File: config.mk
export PLATFORM = sky130hd
export DESIGN_NAME = sig_selector
export DESIGN_NICKNAME = d
export VERILOG_FILES = /design/src/rtl/sig_selector_pkg.sv /design/src/rtl/selbtn_cond.sv /design/src/rtl/sel_encoder.sv /design/src/rtl/sel_decoder.sv /design/src/rtl/sig_selector.sv
export SDC_FILE = /design/constraint.sdc
export NUM_CORES = 1
export LEC_CHECK = 0
export CAP_MARGIN = 20
export CELL_PAD_IN_SITES_DETAIL_PLACEMENT = 1
export CELL_PAD_IN_SITES_GLOBAL_PLACEMENT = 2
export CORE_ASPECT_RATIO = 0.7
export CORE_MARGIN = 2
export CORE_UTILIZATION = 30
export DETAILED_ROUTE_END_ITERATION = 12
export PLACE_DENSITY_LB_ADDON = 0.1
export SETUP_SLACK_MARGIN = 0.02
export SLEW_MARGIN = 10
export SYNTH_ARGS = -nofsm -noshare
export SYNTH_HDL_FRONTEND = slang
export SYNTH_SLANG_ARGS = --single-unit
File: constraint.sdc
create_clock -name clk_i -period 2.2 [get_ports clk_i]
set_input_delay 0.44 -clock clk_i [delete_from_list [all_inputs] [get_ports clk_i]]
set_output_delay 0.44 -clock clk_i [all_outputs]
set_load 0.01 [all_outputs]
File: src/rtl/sig_selector_pkg.sv
package sig_selector_pkg;
   localparam int NUM_BTN     = 9;
   localparam int ENC_INPUTS  = 8;
   localparam int ENC_W       = $clog2(ENC_INPUTS);
   localparam int CODE_W      = ENC_W + 1;
   localparam int DIRECT_BTN  = NUM_BTN - 1;
   typedef logic [CODE_W-1:0]  code_t;
   typedef logic [NUM_BTN-1:0] lines_t;
endpackage

File: src/rtl/selbtn_cond.sv
module selbtn_cond #(
   parameter int SYNC_STAGES     = 2,
   parameter int DEBOUNCE_CYCLES = 1_000_000
) (
   input  logic clk_i,
   input  logic rst_ni,
   input  logic btn_n_i,
   output logic pressed_o
);
   initial begin
      if (SYNC_STAGES < 2) $error("SYNC_STAGES must be at least 2");
      if (DEBOUNCE_CYCLES < 1) $error("DEBOUNCE_CYCLES must be at least 1");
   end

   logic [SYNC_STAGES-1:0] sync_q;
   logic                   raw_press;

   always_ff @(posedge clk_i or negedge rst_ni) begin
      if (!rst_ni) sync_q <= '1;
      else         sync_q <= {sync_q[SYNC_STAGES-2:0], btn_n_i};
   end

   assign raw_press = ~sync_q[SYNC_STAGES-1];

   generate
      if (DEBOUNCE_CYCLES <= 1) begin : g_no_filter
         assign pressed_o = raw_press;
      end else begin : g_filter
         localparam int CNT_W = $clog2(DEBOUNCE_CYCLES);
         localparam logic [CNT_W-1:0] CNT_LAST = CNT_W'(DEBOUNCE_CYCLES - 1);
         logic [CNT_W-1:0] cnt_q;
         logic             stable_q;

         always_ff @(posedge clk_i or negedge rst_ni) begin
            if (!rst_ni) begin
               cnt_q    <= '0;
               stable_q <= 1'b0;
            end else if (raw_press != stable_q) begin
               if (cnt_q == CNT_LAST) begin
                  stable_q <= raw_press;
                  cnt_q    <= '0;
               end else begin
                  cnt_q <= cnt_q + 1'b1;
               end
            end else begin
               cnt_q <= '0;
            end
         end

         assign pressed_o = stable_q;
      end
   endgenerate
endmodule

File: src/rtl/sel_encoder.sv
module sel_encoder
   import sig_selector_pkg::*;
(
   input  lines_t pressed_i,
   output logic   valid_o,
   output code_t  code_o
);
   always_comb begin
      valid_o = |pressed_i;
      code_o  = '0;
      for (int i = 0; i < ENC_INPUTS; i++) begin
         if (pressed_i[i]) code_o = {1'b0, ENC_W'(i)};
      end
      if (pressed_i[DIRECT_BTN]) code_o = {1'b1, {ENC_W{1'b0}}};
   end
endmodule

File: src/rtl/sel_decoder.sv
module sel_decoder
   import sig_selector_pkg::*;
(
   input  code_t  code_i,
   output lines_t lines_o
);
   generate
      for (genvar i = 0; i < NUM_BTN; i++) begin : g_line
         assign lines_o[i] = (code_i == CODE_W'(i));
      end
   endgenerate
endmodule

File: src/rtl/sig_selector.sv
module sig_selector
   import sig_selector_pkg::*;
#(
   parameter int SYNC_STAGES     = 2,
   parameter int DEBOUNCE_CYCLES = 1_000_000
) (
   input  logic         clk_i,
   input  logic         rst_ni,
   input  logic [8:0]   btn_n_i,
   input  logic         lamp_test_i,
   output logic [3:0]   code_o,
   output logic [8:0]   route_o,
   output logic [8:0]   lamp_o
);
   lines_t pressed;
   logic   enc_valid;
   code_t  enc_code;
   code_t  held_q;
   lines_t dec_lines;

   generate
      for (genvar b = 0; b < NUM_BTN; b++) begin : g_btn
         selbtn_cond #(
            .SYNC_STAGES    (SYNC_STAGES),
            .DEBOUNCE_CYCLES(DEBOUNCE_CYCLES)
         ) u_cond (
            .clk_i    (clk_i),
            .rst_ni   (rst_ni),
            .btn_n_i  (btn_n_i[b]),
            .pressed_o(pressed[b])
         );
      end
   endgenerate

   sel_encoder u_enc (
      .pressed_i(pressed),
      .valid_o  (enc_valid),
      .code_o   (enc_code)
   );

   always_ff @(posedge clk_i or negedge rst_ni) begin
      if (!rst_ni)        held_q <= '0;
      else if (enc_valid) held_q <= enc_code;
   end

   sel_decoder u_dec (
      .code_i (held_q),
      .lines_o(dec_lines)
   );

   assign code_o  = held_q;
   assign route_o = dec_lines;
   assign lamp_o  = dec_lines | {NUM_BTN{lamp_test_i}};
endmodule

==> results_dict.tcl, run 1 <==
set metrics [dict create \
    timing.rr.end "g_btn[1].u_cond.g_filter.cnt_q[19]" \
    cts_buffer_depth 3 \
    cts.sinks 211 \
    ys_async_sr_fraction_pct 100 \
    rsz0062_at_grt "yes" \
    drt-total-wl_mm 25.1 \
    worst_slew_pin_slew_ns 0.534 \
    syn_avg_cell_area_um2 9.86 \
    synthToLayoutAreaGrowth_pct 21.6 \
    cts_inserted_buffers 24 \
    synth_top_area_share_pct 46.7 \
    cp.arrival_ns 1.72 \
    syn-num-nets 1070 \
    grt_max_degree 54 \
    die_x_um 226 \
    nets 1163 \
    vdd_drop_max_uv 513 \
    drtPass1Iterations 5 \
    clk_pin_slew_ns 0.07 \
    ys_ff_latch 211 \
    place.gp.congestion 0.716 \
    multi_input_area_um2 4870 \
    cp-start-kind "register" \
    drv_slew 0 \
    dr.first_iter.drc_count 404 \
    power_density_nw_per_um2 666 \
    cp.required_ns 1.76 \
    max_freq_mhz 462 \
    reg2reg_depth 5 \
    hp-start "btn_n_i[1]" \
    final.period_utilization_pct 98.3 \
    drive_gt1_share_pct 16.4 \
    coreArea_um2 33700 \
    status "completed" \
    htree_levels 1 \
    power.leakage_uw 0.00488 \
    synth_common_cells "193 x dfrtp_1, 130 x nor2_1, 84 x xnor2_1" \
    yosysTopAreaCell "dfrtp_1" \
    io_pins 34 \
    synth_top_flop_cell "dfrtp_1" \
    max_cap_violations 0 \
    hold-path-endpoint "g_btn[1].u_cond.sync_q[0]" \
    finClkSkew_ns 0.0115 \
    critPathKind "reg -> out" \
    fp.dieArea_um2 36000 \
    fin_area_um2 12600 \
    synthCells 1049 \
    start_util_pct 30.7 \
    grt-ovfl-total 0 \
    drc 0 \
    setup_viol 0 \
    diodes 0 \
    period_needed_ns 2.16 \
    grt_pass1_wl_mm 43.6 \
    reg2reg_from "g_btn[1].u_cond.g_filter.cnt_q[6]" \
    ys_seq_area_share_pct 51.3 \
    grt_pass1_vias 8206 \
    antenna_found_initial 0 \
    die_h_um 159 \
    max_slew_margin_pct 64.1 \
    avgRoutedWirePerCell_um 15.4 \
    postRouteAntennaNets 0 \
    netlist_area_um2 10300 \
    root_buffer "clkbuf_16" \
    via_per_inst 4.94 \
    num-fill-cells 3820 \
    yosysMostFrequentCell "dfrtp_1" \
    dr_total_vias 8023 \
    insertion_delay_ns 0.52 \
    reg2reg_setup_slack_ns 0.16 \
    yosysWarnings 0 \
    synthTopCellsByArea "dfrtp_1 47%, xnor2_1 7.1%, nor2_1 4.7%" \
    track_usage_pct 14.5 \
    hpwl_mm 17.5 \
    ff_latch_area_um2 5310 \
    path_max_fanout 5 \
    cts_tree "yes" \
    critPathCaptureType "primary output" \
    hold_viol 0 \
    holdPathStages 1 \
    fin_util_pct 37.3 \
    synth_edf_count 0 \
    hp-class "in -> reg" \
    io_buffers 33 \
    placed_area_um2 11600 \
    rows 56 \
    ys_types 51 \
]
[worst max-delay path by stage]
stage | from | end | slack, ns | depth (start not counted)
5_1_grt | code_o[1] | lamp_o[0] | -0.05 | 5
4_1_cts | code_o[0] | lamp_o[0] | -0.03 | 5
2_1_floorplan | g_btn[2].u_cond.g_filter.cnt_q[12] | g_btn[2].u_cond.g_filter.cnt_q[5] | 0.17 | 5
3_5_place_dp | lamp_test_i | lamp_o[5] | -0.02 | 3
6_report | code_o[1] | lamp_o[0] | 0.04 | 5
3_3_place_gp | lamp_test_i | lamp_o[1] | 0.01 | 3
[repair_timing]
item                                   CTS  global route
setup buffers                           11             2
pin swaps                                3             3
setup endpoints to repair               18            13
hold buffers                             1             0
gates resized for setup                 66            11
endpoints found under the hold margin   39             0
[per-layer routing]
layer,vias up,global-route usage [%],part of all wire (%)
li1,3937,-,-
met1,4008,23.1,55
met2,52,20.5,41
met3,26,2.49,2.7
met4,0,2.53,1.5
met5,-,0,0
[flip-flops by register name, indices dropped and copies added, names as in the netlist]
register                     cells
g_btn.u_cond.pressed_o           9
code_o                           4
g_btn.u_cond.g_filter.cnt_q    180
g_btn.u_cond.sync_q             18
[critical path: stages (launching register included)]
cell	delay, ns
dfrtp_2	0.45
buf_6	0.14
buf_6	0.11
nor4_4	0.26
or2_4	0.16
buf_6	0.09
[cell type report]
| type | instances | area share, % |
|---|---|---|
| multi-input cells | 773 | 38.8 |
| repair buffers | 97 | 7.06 |
| flip-flops and latches | 211 | 42.2 |
| inverters | 35 | 1.04 |
| well taps | 464 | 4.62 |
| clock buffers | 38 | 5.84 |
| clock inverters | 6 | 0.468 |
[per-stage QoR]
step | total power (uW) | std cells | hold slack (ns) | setup TNS (ns) | setup WS (ns)
after floorplan | 4210 | 1049 | 0.144 | 0 | 0.173
after CTS | 8580 | 1622 | 0.292 | -0.0406 | -0.0264
after global routing | 8790 | 1624 | 0.291 | -0.0906 | -0.0499
after global placement | 4420 | 1566 | 0.347 | 0 | 0.0107
after detailed placement | 4420 | 1566 | 0.347 | -0.0927 | -0.0152
final | 8370 | 1624 | 0.325 | 0 | 0.0373
[power breakdown]
| part | switching, uW | internal (uW) | leakage [uW] |
|---|---|---|---|
| Combinational | 205 | 123 | 0.00163 |
| Clock | 1640 | 2400 | 0.000393 |
| Sequential | 51.8 | 3950 | 0.00286 |
[layout by cell type (no fill, tap or decap), types with 7 or more instances in the layout]
cell type and instances:
nor2_2 12, dlygate4sd2_1 10, o31ai_1 27, a21oi_1 55, buf_12 7, o21ai_0 37
buf_6 8, xor2_1 32, clkdlybuf4s50_1 12, nand4_1 38, inv_1 35, nor3_1 24
dfrtp_1 189, buf_4 49, clkbuf_16 25, nand2_1 57, and2_1 7, ha_1 9
or2_2 9, dfstp_2 18, or3_1 35, nor2_1 128, xnor2_1 84, or4_1 29
clkbuf_1 7, nand3_1 68, nor4_1 32, and3_1 18
[kinds of logic (layout without fill, tap and decap cells)]
group	after synthesis	in the layout	synth area share, %
and+or+nand+nor	509	509	26.5
adders and majority gates	9	9	1.09
AOI/OAI and AO/OA	136	136	8.25
muxes	3	3	0.290
DFF	211	211	51.3
xor gates and xnor gates	116	116	9.83
buffers and inverters	65	176	2.71
No activity file was read; power rests on OpenSTA's default activity.
==> run 2, diff against run 1 <==
--- a/config.mk
+++ b/config.mk
@@ -11,6 +11,7 @@
 export CORE_ASPECT_RATIO = 0.7
 export CORE_MARGIN = 2
 export CORE_UTILIZATION = 30
+export CTS_CLUSTER_SIZE = 25
 export DETAILED_ROUTE_END_ITERATION = 12
 export PLACE_DENSITY_LB_ADDON = 0.1
 export SETUP_SLACK_MARGIN = 0.02
==> results of run 2 <==
The final DEF is identical to that of run 1; final timing and power are the same.
